### src/rtl/core_exec_pkg.sv
package core_exec_pkg;
  localparam logic [3:0] OP_HALT = 4'd0;
  localparam logic [3:0] OP_MOVE = 4'd1;
  localparam logic [3:0] OP_ADD  = 4'd2;
  localparam logic [3:0] OP_SUB  = 4'd3;
  localparam logic [3:0] OP_JUMP = 4'd4;
  localparam logic [3:0] OP_JZ   = 4'd5;
  localparam logic [3:0] OP_JNZ  = 4'd6;
  localparam logic [3:0] OP_CMP  = 4'd7;
  localparam logic [3:0] OP_LT   = 4'd8;
  localparam logic [3:0] OP_DJ   = 4'd9;
  localparam logic [3:0] OP_SPAWN = 4'd10;

  localparam logic [2:0] OUT_NEXT  = 3'd0;
  localparam logic [2:0] OUT_SKIP  = 3'd1;
  localparam logic [2:0] OUT_JUMP  = 3'd2;
  localparam logic [2:0] OUT_SPAWN = 3'd3;
  localparam logic [2:0] OUT_HALT  = 3'd4;

  typedef struct packed {
    logic load;
    logic readA;
    logic readB;
    logic exec;
  } strobe_t;
endpackage

### src/rtl/core_exec_ctrl.sv
module core_exec_ctrl
  import core_exec_pkg::*;
(
  input  logic    clk,
  input  logic    rst,
  input  logic    start,
  output strobe_t stb
);
  typedef enum logic [1:0] {S_IDLE, S_RDA, S_RDB, S_EXE} state_t;
  state_t state;

  always_ff @(posedge clk) begin
    if (rst) state <= S_IDLE;
    else begin
      case (state)
        S_IDLE: if (start) state <= S_RDA;
        S_RDA:  state <= S_RDB;
        S_RDB:  state <= S_EXE;
        default: state <= S_IDLE;
      endcase
    end
  end

  always_comb begin
    stb.load  = (state == S_IDLE) && start;
    stb.readA = (state == S_RDA);
    stb.readB = (state == S_RDB);
    stb.exec  = (state == S_EXE);
  end

  a_r1_phase_exclusive: assert property (@(posedge clk) disable iff (rst)
    $onehot0({stb.readA, stb.readB, stb.exec}));
  a_r1_exec_after_start: assert property (@(posedge clk) disable iff (rst)
    stb.exec |-> $past(start, 3));
endmodule

### src/rtl/core_exec_datapath.sv
module core_exec_datapath
  import core_exec_pkg::*;
#(
  parameter int AddrW = 6
) (
  input  logic                 clk,
  input  logic                 rst,
  input  strobe_t              stb,
  input  logic [8+2*AddrW-1:0] instrIn,
  input  logic [AddrW-1:0]     pcIn,
  input  logic [AddrW-1:0]     aIn,
  input  logic [AddrW-1:0]     bIn,
  output logic [AddrW-1:0]     memAddr,
  output logic                 memWe,
  output logic [8+2*AddrW-1:0] memWdata,
  input  logic [8+2*AddrW-1:0] memRdata,
  output logic                 done,
  output logic [2:0]           outcome,
  output logic [AddrW-1:0]     target
);
  localparam int WordW = 8 + 2 * AddrW;
  localparam int FieldsW = 2 * AddrW;
  localparam logic [AddrW-1:0] One = AddrW'(1);
  localparam logic [AddrW-1:0] Two = AddrW'(2);

  logic [WordW-1:0] instrQ, aWordQ;
  logic [AddrW-1:0] pcQ, aValQ, bValQ;

  always_ff @(posedge clk) begin
    if (rst) begin
      instrQ <= '0; aWordQ <= '0;
      pcQ <= '0; aValQ <= '0; bValQ <= '0;
    end else begin
      if (stb.load) begin
        instrQ <= instrIn; pcQ <= pcIn; aValQ <= aIn; bValQ <= bIn;
      end
      if (stb.readB) aWordQ <= memRdata;
    end
  end

  logic [3:0]       opQ;
  logic             aImm, bImm;
  logic [AddrW-1:0] aWordA, aWordB, bWordA, bWordB, instrB, bFieldOp;
  logic [WordW-1:0] bWord;

  always_comb begin
    opQ    = instrQ[WordW-1 -: 4];
    aImm   = (instrQ[FieldsW+3 -: 2] == 2'd0);
    bImm   = (instrQ[FieldsW+1 -: 2] == 2'd0);
    bWord  = memRdata;
    aWordA = aWordQ[FieldsW-1 -: AddrW];
    aWordB = aWordQ[AddrW-1:0];
    bWordA = bWord[FieldsW-1 -: AddrW];
    bWordB = bWord[AddrW-1:0];
    instrB = instrQ[AddrW-1:0];
    bFieldOp = bImm ? bValQ : bWordB;
  end

  logic             wrEn;
  logic [AddrW-1:0] wrAddr, decV, ltLeft;
  logic [WordW-1:0] wrData;
  logic [2:0]       outc;
  logic [AddrW-1:0] tgt;

  always_comb begin
    wrEn   = 1'b0;
    wrAddr = bValQ;
    wrData = bWord;
    outc   = OUT_NEXT;
    tgt    = pcQ + One;
    decV   = (bImm ? instrB : bWordB) - One;
    ltLeft = aImm ? aValQ : aWordB;
    case (opQ)
      OP_MOVE: begin
        wrEn = 1'b1;
        wrData = aImm ? {bWord[WordW-1:AddrW], aValQ} : aWordQ;
      end
      OP_ADD: begin
        wrEn = 1'b1;
        if (aImm) wrData = {bWord[WordW-1:AddrW], bWordB + aValQ};
        else      wrData = {bWord[WordW-1:FieldsW], bWordA + aWordA, bWordB + aWordB};
      end
      OP_SUB: begin
        wrEn = 1'b1;
        if (aImm) wrData = {bWord[WordW-1:AddrW], bWordB - aValQ};
        else      wrData = {bWord[WordW-1:FieldsW], bWordA - aWordA, bWordB - aWordB};
      end
      OP_JUMP: begin outc = OUT_JUMP; tgt = aValQ; end
      OP_JZ:   if (bFieldOp == '0) begin outc = OUT_JUMP; tgt = aValQ; end
      OP_JNZ:  if (bFieldOp != '0) begin outc = OUT_JUMP; tgt = aValQ; end
      OP_CMP: begin
        if (aImm ? (aValQ == bFieldOp) : (aWordQ == bWord)) begin
          outc = OUT_SKIP; tgt = pcQ + Two;
        end
      end
      OP_LT: begin
        if (ltLeft < bFieldOp) begin outc = OUT_SKIP; tgt = pcQ + Two; end
      end
      OP_DJ: begin
        wrEn   = 1'b1;
        wrAddr = bImm ? pcQ : bValQ;
        wrData = bImm ? {instrQ[WordW-1:AddrW], decV} : {bWord[WordW-1:AddrW], decV};
        if (decV != '0) begin outc = OUT_JUMP; tgt = aValQ; end
      end
      OP_SPAWN: begin outc = OUT_SPAWN; tgt = aValQ; end
      default: begin outc = OUT_HALT; tgt = pcQ; end
    endcase
  end

  always_comb begin
    done     = stb.exec;
    memWe    = stb.exec && wrEn;
    memWdata = wrData;
    outcome  = outc;
    target   = tgt;
    if (stb.exec)       memAddr = wrAddr;
    else if (stb.readB) memAddr = bValQ;
    else                memAddr = aValQ;
  end

  a_r2_halt_no_write: assert property (@(posedge clk) disable iff (rst)
    (done && outcome == OUT_HALT) |-> !memWe);
  a_r7_skip_no_write: assert property (@(posedge clk) disable iff (rst)
    (done && outcome == OUT_SKIP) |-> !memWe);
  a_r10_skip_target: assert property (@(posedge clk) disable iff (rst)
    (done && outcome == OUT_SKIP) |-> target == pcQ + Two);
  a_r11_write_with_done: assert property (@(posedge clk) disable iff (rst)
    memWe |-> done);
  a_r1_done_single: assert property (@(posedge clk) disable iff (rst)
    done |=> !done);
endmodule

### src/rtl/core_exec_unit.sv
module core_exec_unit
  import core_exec_pkg::*;
#(
  parameter int AddrW = 6
) (
  input  logic                 clk,
  input  logic                 rst,
  input  logic                 start,
  input  logic [8+2*AddrW-1:0] instrIn,
  input  logic [AddrW-1:0]     pcIn,
  input  logic [AddrW-1:0]     aIn,
  input  logic [AddrW-1:0]     bIn,
  output logic [AddrW-1:0]     memAddr,
  output logic                 memWe,
  output logic [8+2*AddrW-1:0] memWdata,
  input  logic [8+2*AddrW-1:0] memRdata,
  output logic                 done,
  output logic [2:0]           outcome,
  output logic [AddrW-1:0]     target
);
  strobe_t stb;

  core_exec_ctrl u_ctrl (.clk(clk), .rst(rst), .start(start), .stb(stb));

  core_exec_datapath #(.AddrW(AddrW)) u_dp (
    .clk(clk), .rst(rst), .stb(stb),
    .instrIn(instrIn), .pcIn(pcIn), .aIn(aIn), .bIn(bIn),
    .memAddr(memAddr), .memWe(memWe), .memWdata(memWdata), .memRdata(memRdata),
    .done(done), .outcome(outcome), .target(target)
  );
endmodule

### config.mk
export PLATFORM = sky130hd
export DESIGN_NAME = core_exec_unit
export DESIGN_NICKNAME = d
export VERILOG_FILES = /design/src/rtl/core_exec_pkg.sv /design/src/rtl/core_exec_ctrl.sv /design/src/rtl/core_exec_datapath.sv /design/src/rtl/core_exec_unit.sv
export SDC_FILE = /design/constraint.sdc
export NUM_CORES = 1
export LEC_CHECK = 0
export BUFFER_PORTS_ARGS = -buffer_cell sky130_fd_sc_hd__buf_2
export CAP_MARGIN = 20
export CORE_MARGIN = 1.5
export CORE_UTILIZATION = 58
export CTS_BUF_LIST = sky130_fd_sc_hd__clkbuf_4
export CTS_CLUSTER_DIAMETER = 50
export DETAILED_ROUTE_END_ITERATION = 10
export GPL_TIMING_DRIVEN = 0
export PLACE_DENSITY = 0.93
export SETUP_SLACK_MARGIN = 0.5
export SYNTH_ARGS = -nofsm -noshare
export SYNTH_HDL_FRONTEND = slang
export SYNTH_SLANG_ARGS = --single-unit
### constraint.sdc
create_clock -name clk -period 5.2 [get_ports clk]
set_input_delay 1.3 -clock clk [delete_from_list [all_inputs] [get_ports clk]]
set_output_delay 1.3 -clock clk [all_outputs]
set_load 0.05 [all_outputs]
==> results.py, run 1 <==
metrics = {
    "sta": {
        "period_needed_ns": 5.30,
        "finalHoldViolations": 0,
        "finalWorstSetupSlack_ns": -0.0968,
        "fin_tns_setup_ns": -0.191,
        "setup_violations": 2,
        "max_slew_margin": 0.403,
        "worstMarginPinSlew_ns": 0.894,
        "fin_worst_skew_ns": 0.0143,
        "drv_slew": 0,
        "final.period_utilization": 1.02,
        "fmax_mhz": 189,
        "rsz0062_at_grt": "true",
    },
    "finish": {
        "final_cell_mix": "nand2_1, buf_2, a21oi_1",
        "fillers": 584,
        "fin_nets": 908,
        "fin_util": 0.771,
        "regArea_um2": 1210,
        "multiInputGateArea_um2": 3740,
        "final_cell_count_no_fill": 927,
        "diodes": 0,
        "drive_gt1_frac": 0.277,
        "final_common_cell": "nand2_1",
        "syn2layout_area_growth_pct": 27.9,
    },
    "route": {
        "drc_errors": 0,
        "postRouteAntennaNets": 0,
        "routed_via_density": 6.39,
        "dr.pass1.iters": 5,
        "vias": 5926,
        "finalWirelength_um": 17500,
        "drtIter0Drc": 626,
        "avgRoutedWirePerCell_um": 18.9,
    },
    "pwr": {
        "internal_power_mw": 1.61,
        "p_comb_frac": 0.698,
        "pwr-share-seq": 0.199,
        "p_sw_mw": 1.82,
        "netSwitchingFraction": 0.531,
        "powerDensity_nw_per_um2": 537,
        "vdd.ir_drop.worst_mv": 0.301,
        "p_leak_nw": 2.68,
        "total_power_mw": 3.44,
        "power.share.clock": 0.103,
    },
    "floorplan": {
        "std_cell_rows": 33,
        "die_y_um": 95.9,
        "core_area_um2": 8300,
        "die_w_um": 95.9,
        "initial_core_util": 0.603,
        "pin_count": 98,
        "die_area_um2": 9190,
    },
    "hold_path": {
        "hold_path_class": "reg2reg",
    },
    "logic_synthesis": {
        "avgSynthCellArea_um2": 7.33,
        "synth_cell_types": 71,
        "synth.top_cell.area_share": 0.240,
        "synthFlopType": "dfxtp_1",
        "synth_edf_count": 0,
        "ys_async_sr_fraction": 0,
        "synthTopCellsByArea": "dfxtp_1, nand2_1, a21oi_1",
        "yosys_warnings": 0,
        "synth_cells": 683,
        "synth_nets": 774,
        "ys_seq_area_frac": 0.240,
        "yosys.area.top_type": "dfxtp_1",
        "ys_ff_latch": 60,
        "syn_area_um2": 5000,
    },
    "placement": {
        "place_hpwl_um": 12400,
        "gp_congestion": 0.972,
        "dp.cells": 881,
        "dp_worst_setup_slack_ns": -0.269,
        "io_buffers": 93,
    },
    "flow_run": {
        "maxCapViolCount": 0,
    },
    "cts": {
        "clock-sinks": 60,
        "cts_tree": "done",
        "cts-htree-levels": 3,
        "max-clock-path-buffers": 2,
        "clk_root_buffer_cell": "clkbuf_4",
        "insertion_delay_ns": 0.44,
        "cts_buffers": 9,
        "clk_pin_slew_ns": 0.11,
        "postCtsHoldBufs": 0,
    },
    "grt": {
        "grt_pass1_vias": 5385,
        "grt_overflow": 0,
        "grt_pass1_wl_um": 25900,
        "grt.total_usage": 0.372,
        "grt_max_degree": 13,
        "antenna_found_initial": 0,
    },
    "status": {
        "status": "complete, but fails checks",
        "violations": "setup timing",
    },
    "critical_path": {
        "critical_path.max_fanout": 2,
        "critPathKind": "in2out",
        "worstSetupStartpointType": "input port",
        "worst_ep_required_time_ns": 3.90,
        "cp-end-kind": "output pin",
        "cp_data_arrival_time_ns": 4.00,
    },
}
-- critical path: stages --
cell      delay [ns]
buf_8           0.10
buf_6           0.11
o21a_1          0.13
a21oi_2         0.17
ha_4            0.23
a21o_1          0.18
a221o_1         0.33
a41oi_2         0.26
o221ai_2        0.17
a31oi_1         0.23
nand2_1         0.14
a22o_1          0.23
a211o_4         0.27
buf_8           0.15
-- cell type report --
type | instances | share of cell area
multi-input cells | 548 | 0.584
flip-flops and latches | 60 | 0.188
repair buffers | 123 | 0.127
plain buffers | 47 | 0.0407
well taps | 105 | 0.0205
inverters | 28 | 0.0164
clock inverters | 7 | 0.0119
clock buffers | 9 | 0.0106
-- state kept, by name (all words and copies together) (netlist names) --
name and cells:
u_dp.bValQ 6, u_dp.aWordQ 20, u_dp.pcQ 6, u_dp.aValQ 6
u_dp.instrQ 20, u_ctrl.state 2
-- power groups by stage --
stage / logic, mW / registers [mW] / clock network [mW]
final: 2.40 / 0.684 / 0.355
after global routing: 2.54 / 0.690 / 0.378
after CTS: 2.21 / 0.671 / 0.353
after detailed placement: 2.04 / 0.679 / 0
after global placement: 2.00 / 0.669 / 0
after floorplan: 1.63 / 0.639 / 0
-- cells by family after synthesis --
family	share of synthesized area
compound gates	0.249
xor+xnor	0.0718
flops	0.240
simple gates	0.243
fa+ha+maj	0.0795
buf+inv	0.0658
mux	0.0505
-- path summary, 6_finish.rpt --
check | slack (ns) | depth (start not counted) | to | start
worst max-delay path | -0.1 | 14 | target[5] | memRdata[4]
worst min-delay path | 0.47 | 2 | u_dp.instrQ[10] | u_dp.instrQ[10]
worst max register to register | 3.11 | 7 | u_dp.instrQ[18] | u_ctrl.state[0]
worst min register to register | 0.47 | 2 | u_dp.instrQ[10] | u_dp.instrQ[10]
-- routing by layer --
metal,GRT usage,vias up,wire [um]
li1,-,2664,-
met1,0.453,2732,6560
met2,0.625,408,8140
met3,0.0695,120,1790
met4,0.183,2,1010
met5,0,-,20
-- through the flow --
step | instance area [um2] | hold slack [ns]
2_1_floorplan | 5130 | 0.436
3_3_place_gp | 5720 | 0.446
3_5_place_dp | 5720 | 0.456
4_1_cts | 6160 | 0.473
5_1_grt | 6400 | 0.496
6_report | 6400 | 0.474
-- synth_stat cells (4+ instances only) --
| cell type | number |
|---|---|
| clkbuf_1 | 27 |
| o21ai_1 | 5 |
| o21ai_0 | 17 |
| nand4_1 | 4 |
| o221ai_1 | 5 |
| o22ai_1 | 10 |
| xnor2_1 | 30 |
| a211oi_1 | 4 |
| nand3_1 | 18 |
| buf_2 | 7 |
| a22oi_1 | 5 |
| o31ai_1 | 5 |
| a21oi_1 | 76 |
| mux2i_1 | 23 |
| dfxtp_1 | 60 |
| a22o_1 | 5 |
| nor2_1 | 59 |
| nor2b_1 | 11 |
| xor2_1 | 11 |
| o21a_1 | 5 |
| and3_1 | 4 |
| inv_1 | 25 |
| buf_6 | 5 |
| nor3_1 | 4 |
| nand2b_1 | 10 |
| ha_1 | 27 |
| a221o_1 | 6 |
| a21o_1 | 6 |
| a222oi_1 | 5 |
| nor4_1 | 4 |
| nand2_1 | 125 |
| buf_1 | 7 |
| a31oi_1 | 8 |
-- repair_timing --
| action | 4_1_cts | 5_1_grt |
|---|---|---|
| setup buffers | 17 | 13 |
| gates resized for setup | 48 | 46 |
| pin swaps | 20 | 20 |
| cloned | 0 | 0 |
| endpoints found under the setup margin | 13 | 20 |
(Power assumes the default switching activity.)
==> run 2, diff against run 1 <==
Settings changed: BUFFER_PORTS_ARGS -buffer_cell sky130_fd_sc_hd__buf_2 to not set, CORE_UTILIZATION 58 to 65, DONT_BUFFER_PORTS set to 1, PLACE_DENSITY 0.93 to 0.91.
==> run 2 against run 1 <==
Against the previous run:
- maximum frequency rose by 2.3%
- the flow now finishes without violations
- total power decreased by 5.7%
- utilization up 2.7 points
- worst setup slack improved by 0.12 ns
- sequential share of layout area increased by 1.8 points
- routed wire length down 6.2%
- final cell count is 11% lower
- critical path type unchanged
- non-clock buffer count down 99
==> results.py, run 2 (same netlist as run 1, synthesis figures left out) <==
metrics = {
    "critical_path": {
        "worstSetupStartpointType": "input port",
        "critical_path.max_fanout": 6,
        "critPathKind": "in2out",
        "rrSetupSlack_ns": 3.17,
        "ff2ff_path_depth": 7,
        "worst_ep_required_time_ns": 3.90,
        "cp-end-kind": "output pin",
        "reg2reg_to": "u_dp.instrQ[13]",
        "r2r_start": "u_ctrl.state[0]",
        "cp_data_arrival_time_ns": 3.88,
    },
    "sta": {
        "finalWorstSetupSlack_ns": 0.0240,
        "final.period_utilization": 0.995,
        "drv_slew": 0,
        "setup_violations": 0,
        "fmax_mhz": 193,
        "period_needed_ns": 5.18,
        "worstMarginPinSlew_ns": 1.20,
        "fin_tns_setup_ns": 0,
        "max_slew_margin": 0.215,
        "fin_worst_skew_ns": 0.00919,
        "rsz0062_at_grt": "true",
        "finalHoldViolations": 0,
    },
    "hold_path": {
        "worstHoldPathCells": 2,
        "min_from": "u_dp.instrQ[0]",
        "hold_path_class": "reg2reg",
        "hold_end": "u_dp.instrQ[0]",
    },
    "placement": {
        "io_buffers": 0,
        "gp_congestion": 1.00,
        "dp_worst_setup_slack_ns": -0.126,
        "place_hpwl_um": 11800,
        "dp.cells": 783,
    },
    "finish": {
        "syn2layout_area_growth_pct": 16.9,
        "final_cell_count_no_fill": 822,
        "regArea_um2": 1210,
        "final_cell_mix": "nand2_1, a21oi_1, dfxtp_1",
        "multiInputGateArea_um2": 3800,
        "fillers": 506,
        "final_common_cell": "nand2_1",
        "fin_util": 0.798,
        "reg.largest.list": "u_dp.aWordQ x20, u_dp.instrQ x20",
        "diodes": 0,
        "drive_gt1_frac": 0.181,
        "fin_nets": 809,
    },
    "route": {
        "routed_via_density": 6.71,
        "drc_errors": 0,
        "vias": 5519,
        "drtIter0Drc": 786,
        "postRouteAntennaNets": 0,
        "avgRoutedWirePerCell_um": 20.0,
        "dr.pass1.iters": 7,
        "finalWirelength_um": 16400,
    },
    "floorplan": {
        "core_area_um2": 7330,
        "pin_count": 98,
        "die_y_um": 90.7,
        "die_w_um": 90.7,
        "die_area_um2": 8230,
        "std_cell_rows": 31,
        "initial_core_util": 0.683,
    },
    "flow_run": {
        "maxCapViolCount": 0,
    },
    "grt": {
        "grt.total_usage": 0.387,
        "grt_overflow": 0,
        "grt_max_degree": 13,
        "grt_pass1_wl_um": 25300,
        "antenna_found_initial": 0,
        "grt_pass1_vias": 5050,
    },
    "cts": {
        "clock-sinks": 60,
        "cts-htree-levels": 3,
        "insertion_delay_ns": 0.44,
        "clk_root_buffer_cell": "clkbuf_4",
        "cts_tree": "done",
        "clk_pin_slew_ns": 0.12,
        "cts_buffers": 9,
        "max-clock-path-buffers": 2,
    },
    "status": {
        "status": "finished clean",
    },
    "pwr": {
        "p_leak_nw": 2.24,
        "vdd.ir_drop.worst_mv": 0.294,
        "powerDensity_nw_per_um2": 554,
        "total_power_mw": 3.24,
    },
}
run 2: metrics by stage:
step | hold WS, ns | instance area, um2
5_1_grt | 0.511 | 5850
3_5_place_dp | 0.466 | 5260
3_3_place_gp | 0.450 | 5250
4_1_cts | 0.484 | 5650
2_1_floorplan | 0.436 | 5130
6_report | 0.482 | 5850
run 2: layer usage:
layer | GRT usage | vias up | part of all wire
li1 | - | 2475 | -
met1 | 0.474 | 2569 | 0.37
met2 | 0.625 | 396 | 0.47
met3 | 0.0968 | 79 | 0.12
met4 | 0.198 | 0 | 0.046
met5 | 0 | - | 0
run 2: worst max-delay path, stage by stage:
cell and delay (ns):
buf_12 0.11, o21a_1 0.13, a21oi_2 0.19, ha_4 0.23, and3_4 0.14, a221o_1 0.33
a41oi_2 0.25, o221ai_2 0.16, a31oi_1 0.20, nand2_1 0.10, a22oi_1 0.20, nand4_1 0.53
run 2: worst max-delay path by stage:
stage	start	endpoint	slack (ns)	depth (start not counted)
6_report	memRdata[4]	target[2]	0.02	12
5_1_grt	u_dp.instrQ[14]	target[2]	-0.09	12
4_1_cts	memRdata[5]	target[2]	0.04	12
3_5_place_dp	memRdata[3]	target[2]	-0.13	12
3_3_place_gp	memRdata[3]	target[2]	-0.09	12
2_1_floorplan	memRdata[2]	target[2]	0.24	12
run 2: power by group:
group	total [mW]	internal (mW)	switching (mW)
Clock	0.310	0.0991	0.211
Sequential	0.679	0.558	0.121
Combinational	2.25	0.780	1.47
Total	3.24	1.44	1.80
run 2: cell type report:
cell class | instances | share of cell area
clock buffer | 9 | 0.0115
timing repair buffer | 24 | 0.0334
buffer | 47 | 0.0511
tap | 99 | 0.0212
multi-input combinational | 548 | 0.649
clock inverter | 7 | 0.00877
sequential | 60 | 0.206
inverter | 28 | 0.0186
run 2: what timing repair did:
item,4_1_cts,5_1_grt
buffers inserted,11,12
endpoints found under the setup margin,16,17
pin swaps,24,13
gates cloned,0,0
hold buffers,0,0
resized for setup,48,32
